**config.mk**
```make
export PLATFORM = sky130hd
export DESIGN_NAME = rsd_decode_top
export DESIGN_NICKNAME = d
export VERILOG_FILES = /design/src/rtl/rsd_pkg.sv /design/src/rtl/rsd_ctrl.sv /design/src/rtl/rsd_imm_ext.sv /design/src/rtl/rsd_dst_sel.sv /design/src/rtl/rsd_decode_top.sv
export SDC_FILE = /design/constraint.sdc
export NUM_CORES = 1
export LEC_CHECK = 0
export ABC_AREA = 1
export BUFFER_PORTS_ARGS = -buffer_cell sky130_fd_sc_hd__buf_2
export CAP_MARGIN = 20
export CORE_ASPECT_RATIO = 1.75
export CORE_MARGIN = 2
export CORE_UTILIZATION = 46
export DETAILED_ROUTE_END_ITERATION = 16
export HOLD_SLACK_MARGIN = 0.08
export PLACE_DENSITY = 0.79
export SYNTH_ARGS = -nofsm -noshare
export SYNTH_HDL_FRONTEND = slang
export SYNTH_SLANG_ARGS = --single-unit
```
**constraint.sdc**
```tcl
create_clock -name clk -period 1.8 [get_ports clk]
set_input_delay 0 -clock clk [delete_from_list [all_inputs] [get_ports clk]]
set_output_delay 0 -clock clk [all_outputs]
set_load 0.02 [all_outputs]
```
**src/rtl/rsd_pkg.sv**
```systemverilog
// Package rsd_pkg
// Shared encodings for the subset instruction decoder: field widths,
// opcode and function codes, and the decoded control record.
// Assumes a 32-bit instruction word with a 6-bit opcode at the top.
package rsd_pkg;

    localparam int unsigned INSN_W  = 32;
    localparam int unsigned OPC_W   = 6;
    localparam int unsigned FN_W    = 6;
    localparam int unsigned RIDX_W  = 5;
    localparam int unsigned IMM_W   = 16;
    localparam int unsigned JT_W    = 26;

    // Opcode values (those the decoder accepts)
    localparam logic [OPC_W-1:0] OPC_SPECIAL = 6'h00;
    localparam logic [OPC_W-1:0] OPC_J       = 6'h02;
    localparam logic [OPC_W-1:0] OPC_JAL     = 6'h03;
    localparam logic [OPC_W-1:0] OPC_BEQ     = 6'h04;
    localparam logic [OPC_W-1:0] OPC_BNE     = 6'h05;
    localparam logic [OPC_W-1:0] OPC_ADDI    = 6'h08;
    localparam logic [OPC_W-1:0] OPC_ADDIU   = 6'h09;
    localparam logic [OPC_W-1:0] OPC_SLTI    = 6'h0A;
    localparam logic [OPC_W-1:0] OPC_SLTIU   = 6'h0B;
    localparam logic [OPC_W-1:0] OPC_ANDI    = 6'h0C;
    localparam logic [OPC_W-1:0] OPC_ORI     = 6'h0D;
    localparam logic [OPC_W-1:0] OPC_XORI    = 6'h0E;
    localparam logic [OPC_W-1:0] OPC_LUI     = 6'h0F;
    localparam logic [OPC_W-1:0] OPC_LW      = 6'h23;
    localparam logic [OPC_W-1:0] OPC_SW      = 6'h2B;

    // Function values under OPC_SPECIAL
    localparam logic [FN_W-1:0] FN_SLL   = 6'h00;
    localparam logic [FN_W-1:0] FN_SRL   = 6'h02;
    localparam logic [FN_W-1:0] FN_SRA   = 6'h03;
    localparam logic [FN_W-1:0] FN_SLLV  = 6'h04;
    localparam logic [FN_W-1:0] FN_SRLV  = 6'h06;
    localparam logic [FN_W-1:0] FN_SRAV  = 6'h07;
    localparam logic [FN_W-1:0] FN_JR    = 6'h08;
    localparam logic [FN_W-1:0] FN_JALR  = 6'h09;
    localparam logic [FN_W-1:0] FN_MFHI  = 6'h10;
    localparam logic [FN_W-1:0] FN_MFLO  = 6'h12;
    localparam logic [FN_W-1:0] FN_MULT  = 6'h18;
    localparam logic [FN_W-1:0] FN_MULTU = 6'h19;
    localparam logic [FN_W-1:0] FN_DIV   = 6'h1A;
    localparam logic [FN_W-1:0] FN_DIVU  = 6'h1B;
    localparam logic [FN_W-1:0] FN_ADD   = 6'h20;
    localparam logic [FN_W-1:0] FN_ADDU  = 6'h21;
    localparam logic [FN_W-1:0] FN_SUB   = 6'h22;
    localparam logic [FN_W-1:0] FN_SUBU  = 6'h23;
    localparam logic [FN_W-1:0] FN_AND   = 6'h24;
    localparam logic [FN_W-1:0] FN_OR    = 6'h25;
    localparam logic [FN_W-1:0] FN_XOR   = 6'h26;
    localparam logic [FN_W-1:0] FN_NOR   = 6'h27;
    localparam logic [FN_W-1:0] FN_SLT   = 6'h2A;
    localparam logic [FN_W-1:0] FN_SLTU  = 6'h2B;

    typedef enum logic [3:0] {
        ALU_ADD   = 4'd0,
        ALU_SUB   = 4'd1,
        ALU_AND   = 4'd2,
        ALU_OR    = 4'd3,
        ALU_XOR   = 4'd4,
        ALU_NOR   = 4'd5,
        ALU_SLT   = 4'd6,
        ALU_SLTU  = 4'd7,
        ALU_SLL   = 4'd8,
        ALU_SRL   = 4'd9,
        ALU_SRA   = 4'd10,
        ALU_PASSB = 4'd11
    } alu_op_e;

    typedef enum logic [1:0] {
        BR_NONE = 2'd0,
        BR_EQ   = 2'd1,
        BR_NE   = 2'd2
    } br_kind_e;

    typedef enum logic [1:0] {
        JMP_NONE = 2'd0,
        JMP_TGT  = 2'd1,
        JMP_REG  = 2'd2
    } jmp_kind_e;

    typedef enum logic [2:0] {
        MD_NONE  = 3'd0,
        MD_MULT  = 3'd1,
        MD_MULTU = 3'd2,
        MD_DIV   = 3'd3,
        MD_DIVU  = 3'd4,
        MD_MFHI  = 3'd5,
        MD_MFLO  = 3'd6
    } md_cmd_e;

    typedef enum logic [1:0] {
        EXT_SIGN  = 2'd0,
        EXT_ZERO  = 2'd1,
        EXT_UPPER = 2'd2
    } ext_mode_e;

    typedef enum logic [1:0] {
        DST_NONE = 2'd0,
        DST_RT   = 2'd1,
        DST_RD   = 2'd2,
        DST_LINK = 2'd3
    } dst_sel_e;

    typedef struct packed {
        alu_op_e   alu_op;
        logic      alu_src_imm;
        logic      shift_by_reg;
        dst_sel_e  dst_sel;
        logic      link_wr;
        logic      mem_rd;
        logic      mem_wr;
        br_kind_e  branch_kind;
        jmp_kind_e jump_kind;
        md_cmd_e   md_cmd;
        ext_mode_e ext_mode;
        logic      illegal;
    } ctrl_t;

endpackage

```
**src/rtl/rsd_ctrl.sv**
```systemverilog
// Module rsd_ctrl
// Combinational opcode/func table. Produces the control record for one
// instruction; an unlisted code yields a record with only illegal set.
// Assumes the caller supplies the opcode and func fields already split.
module rsd_ctrl
    import rsd_pkg::*;
(
    input  logic [OPC_W-1:0] opcode,
    input  logic [FN_W-1:0]  func,
    output ctrl_t            ctrl
);

    ctrl_t raw;

    // Decode func when opcode is zero
    function automatic ctrl_t dec_special(input logic [FN_W-1:0] fn);
        ctrl_t c;
        c = '0;
        c.ext_mode = EXT_SIGN;
        case (fn)
            FN_ADD, FN_ADDU: begin c.alu_op = ALU_ADD;  c.dst_sel = DST_RD; end
            FN_SUB, FN_SUBU: begin c.alu_op = ALU_SUB;  c.dst_sel = DST_RD; end
            FN_AND:          begin c.alu_op = ALU_AND;  c.dst_sel = DST_RD; end
            FN_OR:           begin c.alu_op = ALU_OR;   c.dst_sel = DST_RD; end
            FN_XOR:          begin c.alu_op = ALU_XOR;  c.dst_sel = DST_RD; end
            FN_NOR:          begin c.alu_op = ALU_NOR;  c.dst_sel = DST_RD; end
            FN_SLT:          begin c.alu_op = ALU_SLT;  c.dst_sel = DST_RD; end
            FN_SLTU:         begin c.alu_op = ALU_SLTU; c.dst_sel = DST_RD; end
            FN_SLL:          begin c.alu_op = ALU_SLL;  c.dst_sel = DST_RD; end
            FN_SRL:          begin c.alu_op = ALU_SRL;  c.dst_sel = DST_RD; end
            FN_SRA:          begin c.alu_op = ALU_SRA;  c.dst_sel = DST_RD; end
            FN_SLLV: begin
                c.alu_op = ALU_SLL; c.shift_by_reg = 1'b1; c.dst_sel = DST_RD;
            end
            FN_SRLV: begin
                c.alu_op = ALU_SRL; c.shift_by_reg = 1'b1; c.dst_sel = DST_RD;
            end
            FN_SRAV: begin
                c.alu_op = ALU_SRA; c.shift_by_reg = 1'b1; c.dst_sel = DST_RD;
            end
            FN_JR:    c.jump_kind = JMP_REG;
            FN_JALR: begin
                c.jump_kind = JMP_REG; c.link_wr = 1'b1; c.dst_sel = DST_RD;
            end
            FN_MULT:  c.md_cmd = MD_MULT;
            FN_MULTU: c.md_cmd = MD_MULTU;
            FN_DIV:   c.md_cmd = MD_DIV;
            FN_DIVU:  c.md_cmd = MD_DIVU;
            FN_MFHI: begin c.md_cmd = MD_MFHI; c.dst_sel = DST_RD; end
            FN_MFLO: begin c.md_cmd = MD_MFLO; c.dst_sel = DST_RD; end
            default:  c.illegal = 1'b1;
        endcase
        return c;
    endfunction

    // Build an I-type ALU record writing rt
    function automatic ctrl_t imm_alu(input alu_op_e op, input ext_mode_e ext);
        ctrl_t c;
        c = '0;
        c.alu_op      = op;
        c.alu_src_imm = 1'b1;
        c.dst_sel     = DST_RT;
        c.ext_mode    = ext;
        return c;
    endfunction

    // Main opcode table
    always_comb begin
        raw = '0;
        case (opcode)
            OPC_SPECIAL: raw = dec_special(func);
            OPC_J:       raw.jump_kind = JMP_TGT;
            OPC_JAL: begin
                raw.jump_kind = JMP_TGT;
                raw.link_wr   = 1'b1;
                raw.dst_sel   = DST_LINK;
            end
            OPC_BEQ: begin raw.alu_op = ALU_SUB; raw.branch_kind = BR_EQ; end
            OPC_BNE: begin raw.alu_op = ALU_SUB; raw.branch_kind = BR_NE; end
            OPC_ADDI:  raw = imm_alu(ALU_ADD,   EXT_SIGN);
            OPC_ADDIU: raw = imm_alu(ALU_ADD,   EXT_ZERO);
            OPC_SLTI:  raw = imm_alu(ALU_SLT,   EXT_SIGN);
            OPC_SLTIU: raw = imm_alu(ALU_SLTU,  EXT_SIGN);
            OPC_ANDI:  raw = imm_alu(ALU_AND,   EXT_ZERO);
            OPC_ORI:   raw = imm_alu(ALU_OR,    EXT_ZERO);
            OPC_XORI:  raw = imm_alu(ALU_XOR,   EXT_ZERO);
            OPC_LUI:   raw = imm_alu(ALU_PASSB, EXT_UPPER);
            OPC_LW: begin
                raw = imm_alu(ALU_ADD, EXT_SIGN);
                raw.mem_rd = 1'b1;
            end
            OPC_SW: begin
                raw = imm_alu(ALU_ADD, EXT_SIGN);
                raw.dst_sel = DST_NONE;
                raw.mem_wr  = 1'b1;
            end
            default: raw.illegal = 1'b1;
        endcase
    end

    // Quiet every control when the code is not recognised
    always_comb begin
        ctrl = raw;
        if (raw.illegal) begin
            ctrl         = '0;
            ctrl.illegal = 1'b1;
        end
    end

endmodule

```
**src/rtl/rsd_imm_ext.sv**
```systemverilog
// Module rsd_imm_ext
// Widens the immediate field to the data width by sign extension, zero
// extension, or placement in the upper half. Assumes DATA_W > IMM_LEN.
module rsd_imm_ext
    import rsd_pkg::*;
#(
    parameter int unsigned DATA_W  = 32,
    parameter int unsigned IMM_LEN = IMM_W
) (
    input  logic [IMM_LEN-1:0] imm,
    input  ext_mode_e          mode,
    output logic [DATA_W-1:0]  ext
);

    localparam int unsigned PAD = DATA_W - IMM_LEN;

    logic [DATA_W-1:0] sext;
    logic [DATA_W-1:0] zext;
    logic [DATA_W-1:0] upper;

    // Candidate forms of the constant
    always_comb begin
        sext  = {{PAD{imm[IMM_LEN-1]}}, imm};
        zext  = {{PAD{1'b0}}, imm};
        upper = zext << IMM_LEN;
    end

    // Pick the form the opcode asked for
    always_comb begin
        case (mode)
            EXT_ZERO:  ext = zext;
            EXT_UPPER: ext = upper;
            default:   ext = sext;
        endcase
    end

endmodule

```
**src/rtl/rsd_dst_sel.sv**
```systemverilog
// Module rsd_dst_sel
// Chooses the register write index from rt, rd or the fixed link register
// and drops the write enable when the chosen index is register zero.
module rsd_dst_sel
    import rsd_pkg::*;
#(
    parameter int unsigned IDX_W    = RIDX_W,
    parameter int unsigned LINK_REG = 31
) (
    input  dst_sel_e         sel,
    input  logic [IDX_W-1:0] rt,
    input  logic [IDX_W-1:0] rd,
    output logic [IDX_W-1:0] dst,
    output logic             we
);

    localparam logic [IDX_W-1:0] LINK_IDX = IDX_W'(LINK_REG);

    // Index multiplexer
    always_comb begin
        case (sel)
            DST_RT:   dst = rt;
            DST_RD:   dst = rd;
            DST_LINK: dst = LINK_IDX;
            default:  dst = '0;
        endcase
    end

    // Write enable, suppressed for the zero register
    always_comb begin
        we = (sel != DST_NONE) && (dst != '0);
    end

endmodule

```
**src/rtl/rsd_decode_top.sv**
```systemverilog
// Module rsd_decode_top
// Decode stage for the three-format instruction subset: splits fields,
// decodes controls, extends the immediate and registers the lot, so each
// output reflects the word sampled one rising edge earlier.
// Assumes a synchronous active-low reset that clears every output.
module rsd_decode_top
    import rsd_pkg::*;
#(
    parameter int unsigned DATA_W   = 32,
    parameter int unsigned LINK_REG = 31
) (
    input  logic              clk,
    input  logic              rst_n,
    input  logic [31:0]       instr,
    output logic [4:0]        rs_idx,
    output logic [4:0]        rt_idx,
    output logic [4:0]        shamt,
    output logic [25:0]       jump_tgt,
    output logic [DATA_W-1:0] imm_ext,
    output logic [3:0]        alu_op,
    output logic              alu_src_imm,
    output logic              shift_by_reg,
    output logic              reg_we,
    output logic [4:0]        reg_dst,
    output logic              link_wr,
    output logic              mem_rd,
    output logic              mem_wr,
    output logic [1:0]        branch_kind,
    output logic [1:0]        jump_kind,
    output logic [2:0]        md_cmd,
    output logic              illegal
);

    localparam int unsigned OPC_LSB = INSN_W - OPC_W;
    localparam int unsigned RS_LSB  = OPC_LSB - RIDX_W;
    localparam int unsigned RT_LSB  = RS_LSB - RIDX_W;
    localparam int unsigned RD_LSB  = RT_LSB - RIDX_W;
    localparam int unsigned SH_LSB  = RD_LSB - RIDX_W;

    logic [OPC_W-1:0]  f_opc;
    logic [FN_W-1:0]   f_fn;
    logic [RIDX_W-1:0] f_rs, f_rt, f_rd, f_sh;
    logic [IMM_W-1:0]  f_imm;
    logic [JT_W-1:0]   f_jt;

    ctrl_t             ctrl;
    logic [DATA_W-1:0] imm_d;
    logic [RIDX_W-1:0] dst_d;
    logic              we_d;

    // Field split
    always_comb begin
        f_opc = instr[INSN_W-1:OPC_LSB];
        f_rs  = instr[OPC_LSB-1:RS_LSB];
        f_rt  = instr[RS_LSB-1:RT_LSB];
        f_rd  = instr[RT_LSB-1:RD_LSB];
        f_sh  = instr[RD_LSB-1:SH_LSB];
        f_fn  = instr[FN_W-1:0];
        f_imm = instr[IMM_W-1:0];
        f_jt  = instr[JT_W-1:0];
    end

    rsd_ctrl u_ctrl (
        .opcode (f_opc),
        .func   (f_fn),
        .ctrl   (ctrl)
    );

    rsd_imm_ext #(
        .DATA_W  (DATA_W),
        .IMM_LEN (IMM_W)
    ) u_imm (
        .imm  (f_imm),
        .mode (ctrl.ext_mode),
        .ext  (imm_d)
    );

    rsd_dst_sel #(
        .IDX_W    (RIDX_W),
        .LINK_REG (LINK_REG)
    ) u_dst (
        .sel (ctrl.dst_sel),
        .rt  (f_rt),
        .rd  (f_rd),
        .dst (dst_d),
        .we  (we_d)
    );

    // Output register of the decode stage
    always_ff @(posedge clk) begin
        if (!rst_n) begin
            rs_idx       <= '0;
            rt_idx       <= '0;
            shamt        <= '0;
            jump_tgt     <= '0;
            imm_ext      <= '0;
            alu_op       <= '0;
            alu_src_imm  <= 1'b0;
            shift_by_reg <= 1'b0;
            reg_we       <= 1'b0;
            reg_dst      <= '0;
            link_wr      <= 1'b0;
            mem_rd       <= 1'b0;
            mem_wr       <= 1'b0;
            branch_kind  <= '0;
            jump_kind    <= '0;
            md_cmd       <= '0;
            illegal      <= 1'b0;
        end else begin
            rs_idx       <= f_rs;
            rt_idx       <= f_rt;
            shamt        <= f_sh;
            jump_tgt     <= f_jt;
            imm_ext      <= imm_d;
            alu_op       <= ctrl.alu_op;
            alu_src_imm  <= ctrl.alu_src_imm;
            shift_by_reg <= ctrl.shift_by_reg;
            reg_we       <= we_d;
            reg_dst      <= dst_d;
            link_wr      <= ctrl.link_wr;
            mem_rd       <= ctrl.mem_rd;
            mem_wr       <= ctrl.mem_wr;
            branch_kind  <= ctrl.branch_kind;
            jump_kind    <= ctrl.jump_kind;
            md_cmd       <= ctrl.md_cmd;
            illegal      <= ctrl.illegal;
        end
    end

    // a registered write never targets register zero
    a_r6_no_zero_write: assert property (@(posedge clk) disable iff (!rst_n)
        reg_we |-> (reg_dst != '0));

    // an illegal word leaves every control quiet
    a_r10_illegal_quiet: assert property (@(posedge clk) disable iff (!rst_n)
        illegal |-> (!reg_we && !mem_rd && !mem_wr && !link_wr &&
                     branch_kind == '0 && jump_kind == '0 && md_cmd == '0));

    // read and write strobes are exclusive
    a_r7_one_mem_op: assert property (@(posedge clk) disable iff (!rst_n)
        !(mem_rd && mem_wr));

    // a branch writes no register and is not also a jump
    a_r8_branch_no_write: assert property (@(posedge clk) disable iff (!rst_n)
        (branch_kind != '0) |-> (!reg_we && jump_kind == '0));

    // a linking target jump writes the link register
    a_r5_jal_link_reg: assert property (@(posedge clk) disable iff (!rst_n)
        (jump_kind == JMP_TGT && link_wr) |->
            (reg_we && reg_dst == RIDX_W'(LINK_REG)));

    // load-upper places the field high with a zero low half
    a_r2_lui_upper: assert property (@(posedge clk) disable iff (!rst_n)
        (instr[INSN_W-1:OPC_LSB] == OPC_LUI) |=>
            (imm_ext[IMM_W-1:0] == '0 &&
             imm_ext[2*IMM_W-1:IMM_W] == $past(instr[IMM_W-1:0])));

    // reset clears the decode outputs on the next edge
    a_r11_reset_clears: assert property (@(posedge clk)
        !rst_n |=> (!reg_we && !mem_rd && !mem_wr && !illegal && imm_ext == '0));

endmodule

```
==> results.toml, run 1 <==
[sta]
min_period_ns = 1.64
rsz0062_at_grt = "no"
slew_viol_final = 0
tightest_slew_ns = 0.331
hold_viol = 0
hold_ws_ns = 0.246
setup_slack_ns = 0.161
finalSetupViolCount = 0
max_freq_mhz = 610
maxSlewHeadroom_pct = 77.9
timing.final.crit_share_pct = 91.1
final.setup.tns_ns = 0

[routing]
drc = 0
dr.pass1.iters = 4
totalWireLength_um = 7320
vias = 2691
vias_per_cell = 4.62
postRouteAntennaNets = 0
initialDrtViolationCount = 136
wire_per_inst_um = 12.6

[cells_and_area]
fillCellCount = 495
final_util_pct = 68.4
fin_area_sq_um = 4050
final_cells = 582
largest_reg_flops = 32
regMostFlops = "imm_ext"
reg_top3 = "imm_ext: 32 flops, jump_tgt: 14 flops, reg_dst: 5 flops"
layout_commonest_cell = "buf_2"
mostFrequentLayoutCells = "buf_2, dfxtp_1, nand2_1"
drive_above_1_share_pct = 32.6
synthToLayoutAreaGrowth_pct = 42.7
nets = 534

[clocking]
clkTransAtPathRegs_ns = 0.08
postCtsSetupRepairBufs = 0
cts_made_buffers = 9
clockBufferDepth = 2
cts-htree-levels = 3
cts_tree = "built"
cts_root_buffer = "clkbuf_8"
clkSinkCount = 81

[placed_design]
dp.cells = 530
port_buffers = 129
place_area_sq_um = 3460
hpwlAfterDp_um = 5100
pre_cts_ws_ns = 0.148
place_congestion = 0.982

[job]
cap_violations = 0

[run_status]
status = "complete, no violations"

[floorplanning]
die_w_um = 63.4
coreArea_sq_um = 5930
die_h_um = 108
io_pins = 130
dieArea_sq_um = 6840
fp-row-count = 37
initial_core_util_pct = 47.9

[global_route]
grt_pass1_vias = 2565
grt_pass1_wl_um = 11500
track_usage_pct = 22.0
grt_overflow = 0
antenna_found_initial = 0
grt_max_degree = 26

[critical_path]
startpoint_type = "primary input"
max_stage_delay_ns = 0.55
required_ns = 2.07
critPathTopFamily = "simple AND/OR/NAND/NOR gates"
crit_slowest_cell = "dlygate4sd3_1"
worstPathBufferInverterCount = 2
end_kind = "register"
cp_max_fo = 5
worstPathArrival_ns = 1.91
path_class = "in -> reg"
path_cells = "dlygate4sd3_1 > buf_2 > nor2_1 > nand3_1 > nand2_1 > nor2_1 > nand4_1 > nand2_1 > nor2_4 > nand2_2 > nor3b_1"

[hold_path]
holdPathEnd = "alu_op[3]"
hp-class = "in -> reg"
min-delay-start = "instr[30]"
hold_path_depth = 6

[pwr]
peakVddDrop_uv = 598
total_power_mw = 3.91
powerDensity_nw_per_um2 = 964
p_leak_nw = 2.30

[yosys]
ys_warn_count = 0
ys_seq_elements = 81
synthAdderAreaFrac_pct = 0.881
synth_nets = 379
yosysSeqAreaShare_pct = 57.1
synth_cells = 343
synth_compound_area_share_pct = 5.81
synth_cell_type_count = 29
yosys.area_share.simple_pct = 23.5
synth_top_family_by_area = "simple AND/OR/NAND/NOR gates"
synth_xor_area_share_pct = 0
synth_mux_area_share_pct = 0
synthesis.area_sq_um = 2840
avgSynthCellArea_sq_um = 8.28
-- synthesized netlist by cell type --
library cell  number  area, sq um
nand2_2            2         12.5
a21oi_1            1         5.00
o31ai_1            1         7.51
o21ai_0           20          100
nor2_2             1         6.26
buf_4             15          113
o211ai_1           1         7.51
buf_6              1         11.3
nand3_1           27          135
nor3_2             1         10.0
nor4_1             2         12.5
buf_2              1         5.00
clkbuf_1           7         26.3
and2_1             1         6.26
nor2_4             2         22.5
nand2_1           58          218
ha_1               2         25.0
inv_1             49          184
o2111a_1           1         11.3
nor3b_1            3         22.5
a211oi_1           1         7.51
nor2_1            50          188
dfxtp_1           81         1620
nand4_1            3         18.8
inv_2              6         22.5
a31oi_2            1         12.5
o21a_1             1         7.51
o22ai_1            1         6.26
nor3_1             3         15.0
-- area by class of cell --
cell class,count,area [sq um],area share (%)
sequential,81,1620,40.0
antenna,1,2.50,0.0617
timing repair buffer,168,1030,25.3
tap,78,97.6,2.41
inverter,55,211,5.22
clock inverter,4,73.8,1.82
clock buffer,12,155,3.83
multi-input combinational,183,865,21.3
-- what timing repair did --
action	CTS	global route
endpoints found under the setup margin	0	27
gates resized for setup	0	7
hold endpoints to repair	73	0
hold buffers	35	0
-- report_power, final --
part	internal, mW	total [mW]	switching, mW	leakage [nW]
clock	0.860	1.48	0.619	0.117
sequential	1.87	1.90	0.0254	0.669
combinational	0.196	0.527	0.331	1.51
-- per-layer routing --
layer	GRT usage [%]	routed length, um	up-vias
li1	-	-	1354
met1	20.7	2590	1204
met2	42.6	4140	119
met3	6.24	450	14
met4	10.2	137	0
met5	0	0	-
-- worst max-delay path by stage --
stage                        to  startpoint  depth (start not counted)  slack (ns)
global route          md_cmd[0]   instr[31]                         12        0.03
floorplan           imm_ext[10]   instr[31]                          7        0.19
CTS                   alu_op[3]   instr[31]                         13        0.08
finish                md_cmd[2]    instr[5]                         11        0.16
global placement      alu_op[3]   instr[31]                         12        0.25
detailed placement  imm_ext[16]   instr[31]                          8        0.15
-- cell families (layout without fill, tap and decap cells) --
kind of cell / Yosys count / after routing
other: 0 / 1
buffers and inverters: 79 / 239
AOI/OAI and AO/OA: 28 / 28
adders and majority gates: 2 / 2
and+or+nand+nor: 153 / 153
DFF: 81 / 81
Note: power is estimated with default switching activity, not from simulation.
==> run 2: changes to the inputs <==
Clock period 1.8 ns to 1.7 ns, I/O delays scaled along.
==> results.toml, run 2 (synthesis results as in run 1) <==
[clocking]
cts_tree = "built"
cts_root_buffer = "clkbuf_8"
cts-htree-levels = 3
cts_made_buffers = 9
clockBufferDepth = 2
clkTransAtPathRegs_ns = 0.08
clkSinkCount = 81

[sta]
setup_slack_ns = 0.0974
min_period_ns = 1.60
max_freq_mhz = 624
tightest_slew_ns = 0.342
timing.final.crit_share_pct = 94.3
rsz0062_at_grt = "yes"
finalSetupViolCount = 0
hold_viol = 0
final.setup.tns_ns = 0
maxSlewHeadroom_pct = 77.0
slew_viol_final = 0

[pwr]
p_int_mw = 2.92
p_sw_share_pct = 26.6
power.switching_mw = 1.06
powerDensity_nw_per_um2 = 977
peakVddDrop_uv = 657
total_power_mw = 3.97
pwr-share-comb_pct = 14.3
p_leak_nw = 2.31
p_seq_share_pct = 50.6
clkPwrFrac_pct = 35.0

[critical_path]
end_kind = "register"
worstPathArrival_ns = 1.83
startpoint_type = "primary input"
path_class = "in -> reg"
cp_max_fo = 15
required_ns = 1.93

[cells_and_area]
synthToLayoutAreaGrowth_pct = 43.3
final_cells = 583
drive_above_1_share_pct = 34.3
regArea_sq_um = 1620
layout_commonest_cell = "buf_2"
largest_reg_flops = 32
mostFrequentLayoutCells = "buf_2, dfxtp_1, nand2_1"
multi_input_area_sq_um = 890
fillCellCount = 515
reg_top3 = "imm_ext: 32 flops, jump_tgt: 14 flops, reg_dst: 5 flops"
antenna-diode-count = 0
regMostFlops = "imm_ext"
nets = 536
fin_area_sq_um = 4070

[floorplanning]
fp-row-count = 37
die_w_um = 63.4
io_pins = 130
die_h_um = 108
coreArea_sq_um = 5930
dieArea_sq_um = 6840
initial_core_util_pct = 47.9

[routing]
initialDrtViolationCount = 136
dr.pass1.iters = 4
postRouteAntennaNets = 0
vias = 2756
wire_per_inst_um = 13.1
totalWireLength_um = 7630
drc = 0
vias_per_cell = 4.73

[global_route]
grt_max_degree = 26
grt_use_met3_pct = 5.52
grt_overflow = 0
use_met2_pct = 43.5
busiest_layer = "met2"
grt_pass1_vias = 2662
antenna_found_initial = 0
grt_pass1_wl_um = 12000
use_met1_pct = 21.4
track_usage_pct = 22.7

[placed_design]
dp.cells = 531
port_buffers = 129
place_congestion = 0.973
place_area_sq_um = 3470
pre_cts_ws_ns = 0.0951
hpwlAfterDp_um = 5180

[hold_path]
hp-class = "in -> reg"

[job]
cap_violations = 0

[run_status]
status = "complete, no violations"
-- run 2: changes by cell type in the layout (fill, tap and decap cells not counted), sizes merged --
cell | previous run | this run
clkinvlp | 0 | 1
bufinv | 2 | 1
buf | 133 | 135
clkbuf | 12 | 10
clkinv | 1 | 3
diode | 1 | 0
-- run 2: what timing repair did --
| item | in CTS | in global routing |
|---|---|---|
| hold buffers | 35 | 0 |
| endpoints found under the hold margin | 73 | 0 |
| setup buffers | 0 | 0 |
| resized for setup | 0 | 21 |
| endpoints found under the setup margin | 0 | 39 |
-- run 2: worst paths after layout --
| path | from | end | slack (ns) | cells after the start |
|---|---|---|---|---|
| worst max-delay path | instr[28] | imm_ext[24] | 0.1 | 11 |
| worst min-delay path | instr[30] | alu_op[1] | 0.11 | 6 |
-- run 2: critical path, cell delays in order --
cell and delay [ns]:
dlygate4sd3_1 0.53, buf_2 0.14, inv_1 0.06, nand2_1 0.08, inv_1 0.08, nand3_1 0.07
o21ai_0 0.11, ha_1 0.41, inv_1 0.11, nand2_4 0.14, o21ai_0 0.10
-- run 2: metrics by stage --
stage | hold slack [ns] | util, %
after floorplan | 0.0935 | -
after global placement | 0.181 | 58.5
after detailed placement | 0.183 | 58.5
after CTS | 0.0885 | 67.8
after global routing | 0.146 | 68.7
final | 0.112 | 68.7
-- run 2: per-layer routing --
metal / up-vias / share of wire (%)
li1: 1356 / -
met1: 1263 / 34
met2: 121 / 57
met3: 16 / 6.3
met4: 0 / 2.9
met5: - / 0
-- run 2: power groups by stage --
stage	sequential, mW	combinational, mW	clock [mW]
final	2.01	0.570	1.39
after global routing	2.02	0.618	1.49
after CTS	2.01	0.551	1.41
after detailed placement	2.06	0.489	0
after global placement	2.05	0.480	0
after floorplan	2.17	0.204	0
-- run 2: final cells by class --
cell class                      count  area share, %
Sequential cell                    81           39.9
Timing Repair Buffer              170           25.8
Multi-Input combinational cell    183           21.9
Inverter                           55           5.14
Clock buffer                       10           3.38
Tap cell                           78           2.40
Clock inverter                      6           1.60
